===== src/rtl/smbh_pkg.sv =====
`timescale 1ns/1ps
package smbh_pkg;
    localparam int DW    = 8;
    localparam int NREG  = 8;

    localparam int IDX_STATUS = 0;
    localparam int IDX_CTRL   = 1;
    localparam int IDX_CMD    = 2;
    localparam int IDX_ADDR   = 3;
    localparam int IDX_D0     = 4;
    localparam int IDX_D1     = 5;
    localparam int IDX_BLK    = 6;
    localparam int IDX_AUX    = 7;

    localparam int ST_BUSY   = 0;
    localparam int ST_DONE   = 1;
    localparam int ST_DEVERR = 2;
    localparam int ST_FAILED = 4;

    localparam int CT_IEN   = 0;
    localparam int CT_KILL  = 1;
    localparam int CT_START = 6;

    typedef enum logic [2:0] {
        PR_QUICK     = 3'd0,
        PR_BYTE      = 3'd1,
        PR_BYTE_DATA = 3'd2,
        PR_WORD      = 3'd3,
        PR_PCALL     = 3'd4,
        PR_BLOCK     = 3'd5,
        PR_I2C_RD    = 3'd6,
        PR_RSVD      = 3'd7
    } proto_e;

    typedef enum logic [1:0] {
        CAP_NONE = 2'd0,
        CAP_BYTE = 2'd1,
        CAP_WORD = 2'd2
    } cap_e;

    typedef struct packed {
        logic [DW-1:0] sts;
        logic [DW-1:0] ctl;
        logic [DW-1:0] cmd;
        logic [DW-1:0] addr;
        logic [DW-1:0] d0;
        logic [DW-1:0] d1;
        logic [DW-1:0] blk;
        logic [1:0]    aux;
        logic [2:0]    fl_proto;
        logic          fl_read;
        cap_e          fl_cap;
        logic          req;
    } regs_t;

    function automatic logic [DW-1:0] reg_ofs(input int idx);
        case (idx)
            IDX_STATUS: reg_ofs = 8'h00;
            IDX_CTRL:   reg_ofs = 8'h02;
            IDX_CMD:    reg_ofs = 8'h03;
            IDX_ADDR:   reg_ofs = 8'h04;
            IDX_D0:     reg_ofs = 8'h05;
            IDX_D1:     reg_ofs = 8'h06;
            IDX_BLK:    reg_ofs = 8'h07;
            default:    reg_ofs = 8'h0D;
        endcase
    endfunction
endpackage


===== src/rtl/smbh_decode.sv =====
`timescale 1ns/1ps
module smbh_decode
    import smbh_pkg::*;
#(
    parameter int N = NREG
) (
    input  logic [DW-1:0] addr,
    output logic [N-1:0]  hit
);
    for (genvar i = 0; i < N; i++) begin : g_hit
        assign hit[i] = (addr == reg_ofs(i));
    end
endmodule


===== src/rtl/smbh_proto_check.sv =====
`timescale 1ns/1ps
module smbh_proto_check
    import smbh_pkg::*;
(
    input  logic [2:0] proto,
    input  logic       rd,
    output logic       legal,
    output cap_e       cap
);
    always_comb begin
        legal = 1'b1;
        cap   = CAP_NONE;
        case (proto_e'(proto))
            PR_QUICK:     cap = CAP_NONE;
            PR_BYTE:      cap = rd ? CAP_BYTE : CAP_NONE;
            PR_BYTE_DATA: cap = rd ? CAP_BYTE : CAP_NONE;
            PR_WORD:      cap = rd ? CAP_WORD : CAP_NONE;
            PR_PCALL:     cap = CAP_WORD;
            PR_I2C_RD: begin
                legal = rd;
                cap   = rd ? CAP_BYTE : CAP_NONE;
            end
            default:      legal = 1'b0;
        endcase
    end
endmodule


===== src/rtl/smbh_readmux.sv =====
`timescale 1ns/1ps
module smbh_readmux
    import smbh_pkg::*;
(
    input  logic [NREG-1:0] hit,
    input  logic [DW-1:0]   sts,
    input  logic [4:0]      ctl_lo,
    input  logic [DW-1:0]   cmd,
    input  logic [DW-1:0]   addr,
    input  logic [DW-1:0]   d0,
    input  logic [DW-1:0]   d1,
    input  logic [DW-1:0]   blk,
    input  logic [1:0]      aux,
    output logic [DW-1:0]   rdata
);
    always_comb begin
        rdata = '0;
        if (hit[IDX_STATUS]) rdata = sts;
        if (hit[IDX_CTRL])   rdata = {3'b000, ctl_lo};
        if (hit[IDX_CMD])    rdata = cmd;
        if (hit[IDX_ADDR])   rdata = addr;
        if (hit[IDX_D0])     rdata = d0;
        if (hit[IDX_D1])     rdata = d1;
        if (hit[IDX_BLK])    rdata = blk;
        if (hit[IDX_AUX])    rdata = {6'b000000, aux};
    end
endmodule


===== src/rtl/smbus_host_regs.sv =====
`timescale 1ns/1ps
module smbus_host_regs
    import smbh_pkg::*;
(
    input  logic          clk,
    input  logic          rst_n,
    input  logic          reg_wr,
    input  logic [7:0]    reg_addr,
    input  logic [7:0]    reg_wdata,
    output logic [7:0]    reg_rdata,
    output logic          irq,
    output logic          req_valid,
    output logic [2:0]    req_proto,
    output logic          req_read,
    output logic [6:0]    req_target,
    output logic [7:0]    req_cmd,
    output logic [15:0]   req_wdata,
    input  logic          rsp_valid,
    input  logic          rsp_err,
    input  logic [15:0]   rsp_rdata
);
    regs_t           q, d;
    logic [NREG-1:0] hit;
    logic            legal;
    cap_e            cap;
    logic            kill_now, start_now;

    logic            wr_ctrl_w, wr_sts_w;
    logic            busy_w, deverr_w, failed_w, ien_w;

    smbh_decode #(.N(NREG)) u_dec (
        .addr (reg_addr),
        .hit  (hit)
    );

    smbh_proto_check u_chk_proto (
        .proto (reg_wdata[4:2]),
        .rd    (q.addr[0]),
        .legal (legal),
        .cap   (cap)
    );

    smbh_readmux u_rmux (
        .hit    (hit),
        .sts    (q.sts),
        .ctl_lo (q.ctl[4:0]),
        .cmd    (q.cmd),
        .addr   (q.addr),
        .d0     (q.d0),
        .d1     (q.d1),
        .blk    (q.blk),
        .aux    (q.aux),
        .rdata  (reg_rdata)
    );

    assign wr_ctrl_w = reg_wr && hit[IDX_CTRL];
    assign wr_sts_w  = reg_wr && hit[IDX_STATUS];
    assign kill_now  = wr_ctrl_w && reg_wdata[CT_KILL];
    assign start_now = wr_ctrl_w && reg_wdata[CT_START];

    always_comb begin
        d     = q;
        d.req = 1'b0;

        // register writes
        if (reg_wr) begin
            if (hit[IDX_STATUS]) d.sts  = q.sts & ~(reg_wdata & 8'hFE);
            if (hit[IDX_CTRL])   d.ctl  = reg_wdata & ~(8'h01 << CT_START);
            if (hit[IDX_CMD])    d.cmd  = reg_wdata;
            if (hit[IDX_ADDR])   d.addr = reg_wdata;
            if (hit[IDX_D0])     d.d0   = reg_wdata;
            if (hit[IDX_D1])     d.d1   = reg_wdata;
            if (hit[IDX_BLK])    d.blk  = reg_wdata;
            if (hit[IDX_AUX])    d.aux  = reg_wdata[1:0];
        end

        // engine response (hardware events win over same-cycle writes)
        if (q.sts[ST_BUSY] && rsp_valid && !kill_now) begin
            d.sts[ST_BUSY] = 1'b0;
            if (rsp_err) begin
                d.sts[ST_DEVERR] = 1'b1;
            end else begin
                d.sts[ST_DONE] = 1'b1;
                case (q.fl_cap)
                    CAP_BYTE: d.d0 = rsp_rdata[7:0];
                    CAP_WORD: begin
                        d.d0 = rsp_rdata[7:0];
                        d.d1 = rsp_rdata[15:8];
                    end
                    default: ;
                endcase
            end
        end

        // start dispatch
        if (start_now && !kill_now && !q.sts[ST_BUSY] && !q.sts[ST_DEVERR]) begin
            if (!legal) begin
                d.sts[ST_DEVERR] = 1'b1;
            end else begin
                d.sts[ST_BUSY] = 1'b1;
                d.req          = 1'b1;
                d.fl_proto     = reg_wdata[4:2];
                d.fl_read      = q.addr[0];
                d.fl_cap       = cap;
            end
        end

        // abort
        if (kill_now) begin
            d.sts[ST_BUSY]   = 1'b0;
            d.sts[ST_FAILED] = 1'b1;
        end
    end

    always_ff @(posedge clk) begin
        if (!rst_n) begin
            q <= '0;
        end else begin
            q <= d;
        end
    end

    assign irq        = q.ctl[CT_IEN] && (q.sts[7:1] != 7'd0);
    assign req_valid  = q.req;
    assign req_proto  = q.fl_proto;
    assign req_read   = q.fl_read;
    assign req_target = q.addr[7:1];
    assign req_cmd    = q.cmd;
    assign req_wdata  = {q.d1, q.d0};

    assign busy_w   = q.sts[ST_BUSY];
    assign deverr_w = q.sts[ST_DEVERR];
    assign failed_w = q.sts[ST_FAILED];
    assign ien_w    = q.ctl[CT_IEN];
endmodule


===== config.mk =====
export PLATFORM = sky130hd
export DESIGN_NAME = smbus_host_regs
export DESIGN_NICKNAME = d
export VERILOG_FILES = /design/src/rtl/smbh_pkg.sv /design/src/rtl/smbh_decode.sv /design/src/rtl/smbh_proto_check.sv /design/src/rtl/smbh_readmux.sv /design/src/rtl/smbus_host_regs.sv
export SDC_FILE = /design/constraint.sdc
export NUM_CORES = 1
export LEC_CHECK = 0
export BUFFER_PORTS_ARGS = -buffer_cell sky130_fd_sc_hd__clkbuf_2
export CAP_MARGIN = 5
export CORE_AREA = 3 3 84 86
export DETAILED_ROUTE_END_ITERATION = 7
export DIE_AREA = 0 0 87 89
export HOLD_SLACK_MARGIN = 0.12
export PLACE_DENSITY = 0.79
export SLEW_MARGIN = 40
export SYNTH_ARGS = -nofsm -noshare
export SYNTH_HDL_FRONTEND = slang
export SYNTH_SLANG_ARGS = --single-unit

===== constraint.sdc =====
create_clock -name clk -period 4.1 [get_ports clk]
set_clock_uncertainty 0.1 [all_clocks]
set_input_delay 0.205 -clock clk [delete_from_list [all_inputs] [get_ports clk]]
set_output_delay 0.205 -clock clk [all_outputs]
set_load 0.005 [all_outputs]

* After elaboration in Yosys (flattened, before gate mapping)
Cells that the tools add are included.
** Word-level totals
- Output and inout bits :: 45
- Bits of input ports :: 37
- Logic and storage cells :: 96
- Bits in registers :: 64
** Operators by class
- Mux-type cells :: 34
- Reduce and logical (&&, ||, !) cells :: 30
- Equal/unequal tests :: 14
- Bitwise gates (word level) :: 3
** Operators by type and width (count)
- $mux 8 :: 16
- $mux 55 :: 1
- $eq 8x3->1 const B :: 4
- $mux 16 :: 2
- $reduce_and 2->1 :: 9
- $eq 8x2->1 const B :: 2
- $logic_and 1x1->1 :: 9
- $mux 1 :: 9
- $and 8x8->8 :: 1
- $eq 8x4->1 const B :: 1
- $logic_not 8->1 :: 1
- $not 8->8 :: 1
- $reduce_bool 7->1 :: 1
- $eq 3x2->1 const B :: 2
- $eq 3x3->1 const B :: 2
- $pmux 2 s3 :: 1
- $mux 5 :: 1
- $reduce_or 5->1 :: 1
- $mux 2 :: 2
- $reduce_bool 2->1 :: 2
- $reduce_or 2->1 :: 2
- $eq 3x1->1 const B :: 1
- $logic_not 1->1 :: 3
- $logic_not 3->1 :: 1
- 6 further kinds :: 6

* Longest topological paths before layout
Gate-level depths: netlist of run 1.
- Word-level depth :: 9
- Gate-level depth with buffers :: 7
- Depth with buffers taken out :: 6

* Cells and area by module
A second synthesis of run 1 with hierarchy kept.
** Second synthesis, totals
- Cell total of the unflattened synthesis :: 454
- Area, all modules :: 3538.4 µm²
** By module, submodules not included
- smbus_host_regs :: sequential area each 1241.2 µm², times used 1, cells each 348, area each 2829.0 µm²
- smbh_readmux :: sequential area each 0.0 µm², times used 1, cells each 83, area each 539.3 µm²
- smbh_decode :: sequential area each 0.0 µm², times used 1, cells each 15, area each 112.6 µm²
- smbh_proto_check :: sequential area each 0.0 µm², times used 1, cells each 8, area each 57.6 µm²

* Worst setup path before layout of run 1
OpenSTA, ideal clock, no wires.
- Path type :: in2out
- Start :: input port reg_addr[4]
- End :: output port reg_rdata[0]
- Data required time :: 3.795 ns
- Arrival :: 1.388 ns
- Slack :: 2.407 ns
- Stages :: 6
- Buffers on the path :: 1
- Cells stage by stage :: or3_4 > nor3_4 > buf_6 > nand3_1 > a32oi_1 > a41o_1
** On the way
- Cells in the longest elaborated chain, start to end :: 9
- Elaborated cells between the ends (all ways) :: 16
- Those cells by class :: eq/ne: 7; mux: 8; reduce/logical: 1
** RTL lines
- from (decl) :: line smbus_host_regs.sv:8 : input logic [7:0] reg_addr,
- $logic_not 8->1 :: line smbh_decode.sv:11 : assign hit[i] = (addr == reg_ofs(i));
- $mux 8 :: line smbh_readmux.sv:18 : if (hit[IDX_STATUS]) rdata = sts;
- $mux 8 :: line smbh_readmux.sv:19 : if (hit[IDX_CTRL]) rdata = {3'b000, ctl_lo};
- $mux 8 :: line smbh_readmux.sv:20 : if (hit[IDX_CMD]) rdata = cmd;
- $mux 8 :: line smbh_readmux.sv:21 : if (hit[IDX_ADDR]) rdata = addr;
- $mux 8 :: line smbh_readmux.sv:22 : if (hit[IDX_D0]) rdata = d0;
- $mux 8 :: line smbh_readmux.sv:23 : if (hit[IDX_D1]) rdata = d1;
- $mux 8 :: line smbh_readmux.sv:24 : if (hit[IDX_BLK]) rdata = blk;
- $mux 8 (*) :: line smbh_readmux.sv:25 : if (hit[IDX_AUX]) rdata = {6'b000000, aux};
- to (decl) :: line smbus_host_regs.sv:10 : output logic [7:0] reg_rdata,
Every way passes the cells marked *; elsewhere a longest branch is shown, timed or not.

* Final worst setup path of run 1
Same ends and word-level chain as after synthesis.

==> results of run 1 <==
==> critical path: stages <==
cell,delay (ns)
sky130_fd_sc_hd__clkbuf_2,0.10
sky130_fd_sc_hd__or3_4,0.42
sky130_fd_sc_hd__nor3_4,0.50
sky130_fd_sc_hd__nand3_1,0.19
sky130_fd_sc_hd__a32oi_1,0.29
sky130_fd_sc_hd__a41o_1,0.13
sky130_fd_sc_hd__clkbuf_2,0.11
==> per-stage QoR <==
step	instance area (um^2)	worst slack, ns	util	hold slack, ns	power (mW)
after floorplan	3460	2.407	-	0.1920	0.6802
after global placement	3575	1.918	0.5630	0.3382	0.7176
after detailed placement	3575	1.824	0.5630	0.3410	0.7188
after CTS	3924	1.885	0.6179	0.1328	1.165
after global routing	3924	1.753	0.6179	0.1421	1.206
final	3924	1.857	0.6179	0.1408	1.168
==> path summary, 6_finish.rpt <==
kind	startpoint	endpoint	slack [ns]
max	reg_addr[4]	reg_rdata[0]	1.86
min	rsp_valid	busy_w	0.14
max reg2reg	busy_w	req_wdata[14]	2.22
min reg2reg	q[16]	q[16]	0.36
==> layer usage <==
metal | vias up | routed length, um | track usage
li1 | 1587 | - | -
met1 | 1573 | 4353 | 0.3667
met2 | 178 | 4649 | 0.4320
met3 | 22 | 924 | 0.06267
met4 | 0 | 265 | 0.1275
met5 | - | 0 | 0
==> state kept, by name, indices dropped and copies added (netlist names) <==
register / count
q: 22
req_wdata: 16
req_cmd: 8
req_target: 7
req_proto: 3
busy_w: 1
deverr_w: 1
failed_w: 1
ien_w: 1
req_read: 1
req_valid: 1
==> placed cells by master (no fill, tap or decap), types with 3 or more instances in the layout <==
cell type / instances
sky130_fd_sc_hd__o21ai_0: 20
sky130_fd_sc_hd__a22oi_1: 7
sky130_fd_sc_hd__a21oi_1: 30
sky130_fd_sc_hd__inv_1: 6
sky130_fd_sc_hd__dfxtp_1: 62
sky130_fd_sc_hd__nor3_2: 3
sky130_fd_sc_hd__a31oi_1: 18
sky130_fd_sc_hd__nor2_1: 29
sky130_fd_sc_hd__nor4_1: 3
sky130_fd_sc_hd__clkbuf_8: 9
sky130_fd_sc_hd__and3_1: 3
sky130_fd_sc_hd__clkbuf_1: 4
sky130_fd_sc_hd__o22ai_1: 6
sky130_fd_sc_hd__clkbuf_2: 81
sky130_fd_sc_hd__dlygate4sd3_1: 20
sky130_fd_sc_hd__nor3_1: 4
sky130_fd_sc_hd__nand2_1: 94
sky130_fd_sc_hd__nor2b_1: 6
sky130_fd_sc_hd__nand3_1: 10
sky130_fd_sc_hd__mux2i_1: 23
sky130_fd_sc_hd__nand2b_1: 4
==> kinds of logic after synthesis <==
group           share of synthesized area
compound gates                     0.1704
fa+ha+maj                        0.003616
buf+inv                            0.1215
flops                              0.3588
mux                               0.08607
simple gates                       0.2597
==> layout make-up <==
cell class              count  share of cell area
clock buffers              13             0.03540
clock inverters             2            0.002551
inverters                   7            0.006696
multi-input cells         303              0.4582
flip-flops and latches     62              0.3163
well taps                  77             0.02455
repair buffers            102              0.1563
==> power groups by stage <==
stage | clock (mW) | sequential [mW] | combinational (mW)
after detailed placement | 0 | 0.617 | 0.102
after floorplan | 0 | 0.617 | 0.0635
final | 0.444 | 0.603 | 0.120
after global routing | 0.473 | 0.603 | 0.130
after global placement | 0 | 0.617 | 0.101
after CTS | 0.445 | 0.603 | 0.117
==> results.md, run 1 <==
- DIE AREA: around 7700 um^2
- Area occupied by multi-input gates: 1798 um^2
- # fillers: around 560
- Total GRT Usage: 0.2773
- Result of the run: finished, final reports clean
- Area growth from synthesis to layout: 13.42%
- Critical path class: in2out
- Root buf cell: sky130_fd_sc_hd__clkbuf_8
- RePlAce Congestion: ~0.94
- Number of cells in the finished layout apart from fillers: about 570
- I/O pin count: 82
- 1st-pass router iterations: 5
- Fraction of layout cells with a size suffix above 1: 0.2331
- Horizontal die dimension: between 80 and 90 um
- NetSw: approximately 0.31 mW
- Async S/R FF share, synth: 0
- Setup-violating endpoint count in the final report: 0
- Setup Total Neg Slack: 0 ns
- Slew at the pin closest to its max-slew limit: 0.6675 ns
- TritonCTS Buffers: 9
- Placed instance count: 531
- Int Pwr: around 0.86 mW
- Initial antenna violation count: 0
- Max H-tree Level: 3
- Total Routed Length: 10.19 mm
- Number of enable flip-flop cells after synthesis: 0
- HPWL after DPL: roughly 7.0 mm
- Vias in the first global route: between 3000 and 4000
- Maximum number of pins on one net before global-route repair: 35
- Chip height: just under 90 um
- Element type at the critical path start: input pin
- Post-CTS Resized: 0
- Post-synth cell types: 54
- Largest fanout on the critical path: 13
- Comb pwr share: 0.103
- CTS Buffer Depth: 2
- VDD IR-drop max: approximately 0.18 mV
- Fraction of the cycle the final worst path needs: 0.5471
- # Post-CTS Setup Buffers: 0
- Fraction of the yosys area taken by sequential cells: 0.3588
- Post-Syn Area: 3460 um^2
- Flop and latch count out of synthesis: 62
- Fraction of synthesized cell area taken by the top area cell type: 0.3588
- Std-Cell Rows: 29
- Clock transition at path regs: 0.06 ns
- Leakage power total: approximately 1.6 nW
- Setup repair after global routing missed its margin: no
- Post-Syn Area per Cell: 7.990 um^2
- Nets: between 500 and 600
- Nature of the critical path endpoint: output pin
- First-pass GRT wire length: ~16 mm
- Required @ worst endpoint: around 3.8 ns
- Syn Nets: roughly 470
- Detail-routed net length per standard cell: about 18 um
- Max-slew violation count: 0
- Top cells by area, synth: sky130_fd_sc_hd__dfxtp_1, sky130_fd_sc_hd__nand2_1, sky130_fd_sc_hd__buf_4
- Final period demand of the worst path: roughly 2.2 ns
- Total of buffers placed on input and output ports: slightly above 80
- Hold Path Stages: 3
- Grt total ovfl: 0
- Core Region: around 6300 um^2
- Dominant register cell in the synthesized netlist: sky130_fd_sc_hd__dfxtp_1
- Relative max-transition margin: 0.5550
- Biggest area consumer among synthesized cells: sky130_fd_sc_hd__dfxtp_1
- Switching part of the total: 0.2617
- Path class of the lowest-slack min-delay path: in2reg
- Worst R2R Path Depth: 5
- Via count normalized by instance count: slightly below 6
- Total number of clock tree sinks: a little over 60
- Most frequently used cell type in the post-synthesis netlist: sky130_fd_sc_hd__nand2_1
- Antenna-violating nets left: 0
- WP data arrival: between 1.5 and 2 ns
- Starting DRC count in detailed routing: 306
- Number of warnings printed during yosys synthesis: 0
- Number of diodes: 0
- Clk network pwr share: 0.380
- Sequential power share: 0.517
- Most frequent cells after synthesis: sky130_fd_sc_hd__nand2_1, sky130_fd_sc_hd__dfxtp_1, sky130_fd_sc_hd__buf_4
- TritonCTS clock tree: yes
- Register cell area after layout: ~1200 um^2
- Drt drc: 0
- CTS Hold Buffers Added: 20
- Peak clock frequency supported by timing: 445.8 MHz
- Clock Latency Late Sink: around 0.34 ns
- Number of cells produced by synthesis: around 430
- Vias post-DR: approximately 3400
- Pwr per Cell Area: a little under 300 nW/um^2
- Maxcap violations: 0
- Final hold vios: 0
- Starting utilization of the core area: 0.5448
No activity file was read; power rests on OpenSTA's default activity.
==> run 2: changes to the inputs <==
Settings changed: CORE_AREA 3 3 84 86 to 3 3 85 87, DIE_AREA 0 0 87 89 to 0 0 88 90, PLACE_DENSITY 0.79 to 0.78.
Clock period 4.1 ns to 2.3 ns, I/O delays scaled along.
==> run 2 against run 1 <==
  * Clock power is 120% higher
  * Register-to-register slack worse by 2.1 ns
  * Non-clock buffer count is 36 higher
  * Wire length is 4.9% higher
  * Clock-buffer cell count is 1 lower
  * Utilization is 5.4 points higher
  * Total power is 95% higher
==> results.md, run 2 (same netlist as run 1, synthesis figures left out) <==
- Result of the run: finished, final reports clean
- Starting DRC count in detailed routing: 387 (+26%)
- Power consumption: 2.281 mW (+95%)
- Int Pwr: 1.723 mW (+100%)
- Total GRT Usage: 0.2775 (about the same)
- Horizontal die dimension: 88 um (+1.1%)
- RePlAce Congestion: 0.9873 (+4.9%)
- Grt total ovfl: 0 (unchanged)
- Chip height: 90 um (+1.1%)
- Minimum setup slack among reg-to-reg paths: 0.11 ns (-2.11 ns)
- 1st-pass router iterations: 6 (+1)
- First-pass GRT wire length: 17.01 mm (+4.4%)
- Maximum number of pins on one net before global-route repair: 36 (+2.9%)
- Largest delay contributor family on the critical path: buffers and inverters
- Leading cell type in the layout, fill and taps excluded: sky130_fd_sc_hd__nand2_1
- Flip-flop count of the largest register after layout: 22 (unchanged)
- Peak clock frequency supported by timing: about 460 MHz
- Fraction of layout cells with a size suffix above 1: 0.2452 (+0.01212)
- WP data arrival: 2.33 ns (+0.39 ns)
- Setup repair after global routing missed its margin: no
- Clock Latency Late Sink: 0.35 ns (about the same)
- Comb pwr share: 0.102 (about the same)
- Drt drc: 0 (unchanged)
- Path class of the lowest-slack min-delay path: in2reg
- Std-Cell Rows: 29 (unchanged)
- Total number of clock tree sinks: 62 (unchanged)
- Pwr per Cell Area: 528.8 nW/um^2 (+78%)
- Total of buffers placed on input and output ports: 81 (unchanged)
- Highest-count cells in the layout ignoring fill and taps: sky130_fd_sc_hd__nand2_1, sky130_fd_sc_hd__clkbuf_2, sky130_fd_sc_hd__dfxtp_1, sky130_fd_sc_hd__dlygate4sd3_1, sky130_fd_sc_hd__a21oi_1
- Fraction of the cycle the final worst path needs: 0.9503
- Slew at the pin closest to its max-slew limit: 0.6362 ns (-0.03127 ns)
- Initial antenna violation count: 0 (unchanged)
- Largest fanout on the critical path: 16 (+3)
- Startpoint of the worst-slack reg-to-reg timing path: busy_w
- DIE AREA: 7920 um^2 (+2.3%)
- Clock transition at path regs: 0.07 ns (about the same)
- Cell mode on critical path: sky130_fd_sc_hd__a31oi_1
- Final period demand of the worst path: ~2.2 ns
- Vias post-DR: 3529 (+5.0%)
- Nature of the critical path endpoint: register
- Vias in the first global route: 3397 (+5.9%)
- Starting utilization of the core area: 0.5387 (-0.006156)
- Nets: 559 (+6.9%)
- Crit-path slowest cell: sky130_fd_sc_hd__dlygate4sd3_1
- Max-slew violation count: 0 (unchanged)
- Buffers & Inverters on Critical Path: 2 (unchanged)
- Sequential power share: 0.472 (-0.045)
- Min-Delay Startpoint: reg_addr[6]
- Via count normalized by instance count: 5.852 (-1.4%)
- Element type at the critical path start: register
- Required @ worst endpoint: 2.44 ns (-1.36 ns)
- Relative max-transition margin: 0.5736 (+0.01853)
- Number of cells in the finished layout apart from fillers: 603 (+6.5%)
- Register with the most flip-flops: q
- Switching part of the total: 0.2447 (-0.01706)
- Final hold vios: 0 (unchanged)
- TritonCTS clock tree: yes
- CTS Buffer Depth: 2 (unchanged)
- Chain of cells forming the critical path: nand2_1 > a31oi_1 > nand3_1 > buf_4 > o21ai_0 > a31oi_1 > dlygate4sd3_1
- Maxcap violations: 0 (unchanged)
- HPWL after DPL: 7.239 mm (+3.4%)
- Root buf cell: sky130_fd_sc_hd__clkbuf_8
- Terminus of the critical flop-to-flop path: req_wdata[12]
- Worst R2R Path Depth: 7 (+2)
- Max H-tree Level: 3 (unchanged)
- TritonCTS Buffers: 9 (unchanged)
- Hold path endpoint: busy_w
- VDD IR-drop max: 0.3063 mV (+73%)
- Setup-violating endpoint count in the final report: 0 (unchanged)
- Leakage power total: 1.843 nW (+14%)
- Slowest Stage Delay on Critical Path: 0.55 ns (+0.05 ns)
- I/O pin count: 82 (unchanged)
- Core Region: 6422 um^2 (+1.1%)
- Hold Path Stages: 4 (+1)
- NetSw: 0.5580 mW (+83%)
- Setup Total Neg Slack: 0 ns (unchanged)
- Antenna-violating nets left: 0 (unchanged)
- Core occupancy in the finished layout: 0.6715 (+0.05361)
- Placed instance count: 539 (+1.5%)
- Hold slack final: 0.1972 ns (+0.05643 ns)
- Critical path class: reg2reg
- Clk network pwr share: 0.427 (+0.047)
- Detail-routed net length per standard cell: 17.74 um (-1.5%)
- Crit path depth: 7 (unchanged)
- Area growth from synthesis to layout: 24.67%
- Total Routed Length: 10.70 mm (+4.9%)
- Number of diodes: 0 (unchanged)
-- run 2: metrics by stage --
| stage | area [um^2] | setup WS, ns |
|---|---|---|
| 3_3_place_gp | 3635 | 0.4032 |
| 4_1_cts | 4295 | 0.03506 |
| 5_1_grt | 4313 | 0.003274 |
| 3_5_place_dp | 3635 | 0.3717 |
| 6_report | 4313 | 0.1143 |
| 2_1_floorplan | 3460 | 0.7869 |
-- run 2: layout make-up --
type | count | area [um^2]
Multi-Input combinational cell | 303 | 1800
Sequential cell | 62 | 1241
Inverter | 7 | 26.28
Tap cell | 77 | 96.34
Fill cell | 550 | 2110
Clock inverter | 4 | 45.04
Timing Repair Buffer | 138 | 948.4
Clock buffer | 12 | 155.1
-- run 2: power by group through the flow --
stage	Combinational [mW]	Clock [mW]	Sequential (mW)
2_1_floorplan	0.113	0	1.10
3_3_place_gp	0.188	0	1.10
4_1_cts	0.227	0.983	1.08
3_5_place_dp	0.190	0	1.10
5_1_grt	0.248	1.03	1.07
6_report	0.232	0.973	1.08
-- run 2: timing repair --
| action | in CTS | in global routing |
|---|---|---|
| setup buffers | 0 | 2 |
| resized for setup | 0 | 1 |
| setup endpoints to repair | 0 | 7 |
| hold buffers | 46 | 0 |
| hold endpoints to repair | 50 | 0 |
-- run 2: tightest hold or removal path, stage by stage --
cell,delay [ns]
sky130_fd_sc_hd__clkbuf_2,0.10
sky130_fd_sc_hd__nor3_2,0.07
sky130_fd_sc_hd__nand3_1,0.13
sky130_fd_sc_hd__and3_1,0.18
-- run 2: metal layers --
layer,GRT usage,routed length [um],part of all wire,up-vias
met5,0,0,0,-
met3,0.06399,907,0.085,37
met1,0.3533,4369,0.41,1649
met2,0.4309,5101,0.48,187
li1,-,-,-,1656
met4,0.1432,317,0.030,0
-- run 2: how the worst max path moves through the flow --
| stage | start | endpoint | slack (ns) |
|---|---|---|---|
| 2_1_floorplan | reg_addr[4] | reg_rdata[0] | 0.79 |
| 3_3_place_gp | reg_addr[4] | req_target[2] | 0.40 |
| 3_5_place_dp | reg_addr[4] | req_target[2] | 0.37 |
| 4_1_cts | q[1] | req_wdata[6] | 0.04 |
| 5_1_grt | busy_w | req_wdata[12] | 0.003 |
| 6_report | busy_w | req_wdata[12] | 0.11 |
==> run 3: changes to the inputs <==
Settings changed: PLACE_DENSITY 0.78 to 0.79.
==> run 3 against run 2 <==
  * Die area stayed put
  * Setup slack worse by 0.079 ns
  * Critical path depth is 1 higher
  * Highest routed layer unchanged
  * Register-to-register slack worse by 0.04 ns
  * Clock-buffer cell count is 2 higher
  * Critical path type is now in2reg
  * Largest cell class unchanged
==> results.md, run 3 (same netlist as run 1, synthesis figures left out) <==
- Result of the run: finished, final reports clean
- Critical path class: in2reg
- Drt drc: 0 (unchanged)
- Std-Cell Rows: 29 (unchanged)
- Path class of the lowest-slack min-delay path: in2reg
- Max H-tree Level: 3 (unchanged)
- Required @ worst endpoint: 2.47 ns (+0.03 ns)
- Setup-violating endpoint count in the final report: 0 (unchanged)
- Clock transition at path regs: 0.06 ns (about the same)
- Core Region: 6422 um^2 (unchanged)
- Register cell area after layout: 1241 um^2 (unchanged)
- Leakage power total: 1.736 nW (-5.8%)
- Nets: 544 (-2.7%)
- # Post-CTS Setup Buffers: 0 (unchanged)
- # fillers: 526 (-4.4%)
- First-pass GRT wire length: 16.95 mm (-0.32%)
- Placement-stage worst setup slack: 0.4493 ns (+0.07758 ns)
- Number of diodes: 0 (unchanged)
- WP data arrival: 2.44 ns (+0.11 ns)
- Clock Latency Late Sink: 0.34 ns (about the same)
- Largest fanout on the critical path: 9 (-7)
- Maxcap violations: 0 (unchanged)
- Highest-count cells in the layout ignoring fill and taps: sky130_fd_sc_hd__nand2_1, sky130_fd_sc_hd__clkbuf_2, sky130_fd_sc_hd__dfxtp_1, sky130_fd_sc_hd__dlygate4sd3_1, sky130_fd_sc_hd__a21oi_1
- Max-slew violation count: 0 (unchanged)
- Root buf cell: sky130_fd_sc_hd__clkbuf_8
- Area growth from synthesis to layout: 19.86%
- Final hold vios: 0 (unchanged)
- Fraction of the cycle the final worst path needs: 0.9848 (+0.03448)
- Via count normalized by instance count: 6.119 (+4.6%)
- 1st-pass router iterations: 5 (-1)
- RePlAce Congestion: 0.9403 (-4.8%)
- Initial antenna violation count: 0 (unchanged)
- Nature of the critical path endpoint: register
- I/O pin count: 82 (unchanged)
- Register with the most flip-flops: q
- Antenna-violating nets left: 0 (unchanged)
- Total of buffers placed on input and output ports: 81 (unchanged)
- Flip-flop count of the largest register after layout: 22 (unchanged)
- Post-Layout Inst Area: 4146 um^2 (-3.9%)
- TritonCTS clock tree: yes
- Starting utilization of the core area: 0.5387 (unchanged)
- Total GRT Usage: 0.2752 (-0.002359)
- Leading cell type in the layout, fill and taps excluded: sky130_fd_sc_hd__nand2_1
- TritonCTS Buffers: 9 (unchanged)
- Starting DRC count in detailed routing: 417 (+7.8%)
- Pwr per Cell Area: 522.5 nW/um^2 (-1.2%)
- Setup repair after global routing missed its margin: no
- Chip height: 90 um (unchanged)
- Horizontal die dimension: 88 um (unchanged)
- Maximum number of pins on one net before global-route repair: 36 (unchanged)
- VDD IR-drop max: 0.3108 mV (+1.5%)
- Total number of clock tree sinks: 62 (unchanged)
- Total Routed Length: 10.74 mm (+0.46%)
- Power consumption: 2.166 mW (-5.0%)
- Peak clock frequency supported by timing: 441.5 MHz (-3.5%)
- Grt total ovfl: 0 (unchanged)
- Vias post-DR: 3592 (+1.8%)
- Element type at the critical path start: input pin
- Placed Instance Area: 3635 um^2 (unchanged)
- Worst-case setup margin in the final layout: 0.03497 ns (-0.07930 ns)
- Relative max-transition margin: 0.6139 (+0.04035)
- Fraction of layout cells with a size suffix above 1: 0.2471 (+0.001812)
- Detail-routed net length per standard cell: 18.30 um (+3.2%)
- Vias in the first global route: 3402 (+0.15%)
- Slew at the pin closest to its max-slew limit: 0.5760 ns (-0.06020 ns)
- DIE AREA: 7920 um^2 (unchanged)
- Setup Total Neg Slack: 0 ns (unchanged)
- Area occupied by multi-input gates: 1812 um^2 (+0.63%)
- CTS Buffer Depth: 2 (unchanged)
- HPWL after DPL: 7.249 mm (+0.15%)
- Final period demand of the worst path: 2.265 ns (+0.07930 ns)
[run 3: cell count changes in the layout (fill, tap and decap cells not counted), sizes merged]
cell and delta:
clkbuf +2, buf -2, dlygate4sd3 -13, clkinv -2, bufinv -1
[run 3: path summary, 6_finish.rpt]
| path | depth (start not counted) | endpoint | startpoint | slack [ns] |
|---|---|---|---|---|
| worst max-delay path | 8 | req_wdata[14] | rsp_valid | 0.03 |
| worst min-delay path | 3 | req_read | rst_n | 0.16 |
| worst max register to register | 6 | req_wdata[14] | busy_w | 0.07 |
| worst min register to register | 2 | q[13] | q[13] | 0.35 |
[run 3: metal layers]
metal  vias to the layer above  routed length [um]  track usage
met5                         -                   0            0
met1                      1678                4453       0.3636
li1                       1621                   -            -
met4                         0                 480       0.1458
met2                       239                4887       0.4177
met3                        54                 922      0.05393
[run 3: timing repair]
| action | 4_1_cts | 5_1_grt |
|---|---|---|
| hold buffers | 33 | 0 |
| endpoints found under the hold margin | 45 | 0 |
| endpoints found under the setup margin | 0 | 7 |
| gates resized for setup | 0 | 3 |
[run 3: stage by stage]
step / hold slack [ns] / std cells / util
after CTS: 0.1241 / 587 / 0.6435
final: 0.1562 / 587 / 0.6456
after detailed placement: 0.2900 / 539 / 0.5659
after global placement: 0.2904 / 539 / 0.5659
after floorplan: 0.1020 / 433 / -
after global routing: 0.1853 / 587 / 0.6456
[run 3: report_power, final]
part	leakage (nW)	internal (mW)	switching, mW
registers	0.499	1.07	0.000947
logic	1.15	0.0920	0.140
clock network	0.0865	0.444	0.415
total	1.74	1.61	0.556
[run 3: area by class of cell]
| type | instances | share of cell area |
|---|---|---|
| multi-input combinational | 303 | 0.4369 |
| sequential | 62 | 0.2993 |
| timing repair buffer | 123 | 0.1937 |
| clock buffer | 14 | 0.03923 |
| tap | 77 | 0.02323 |
| inverter | 7 | 0.006337 |
| clock inverter | 1 | 0.001207 |
[run 3: critical path, cell delays in order]
cell                            delay [ns]
sky130_fd_sc_hd__dlygate4sd3_1        0.53
sky130_fd_sc_hd__clkbuf_2             0.13
sky130_fd_sc_hd__nand2_1              0.08
sky130_fd_sc_hd__a31oi_2              0.24
sky130_fd_sc_hd__nand3_2              0.24
sky130_fd_sc_hd__buf_4                0.25
sky130_fd_sc_hd__a31oi_1              0.23
sky130_fd_sc_hd__dlygate4sd3_1        0.63
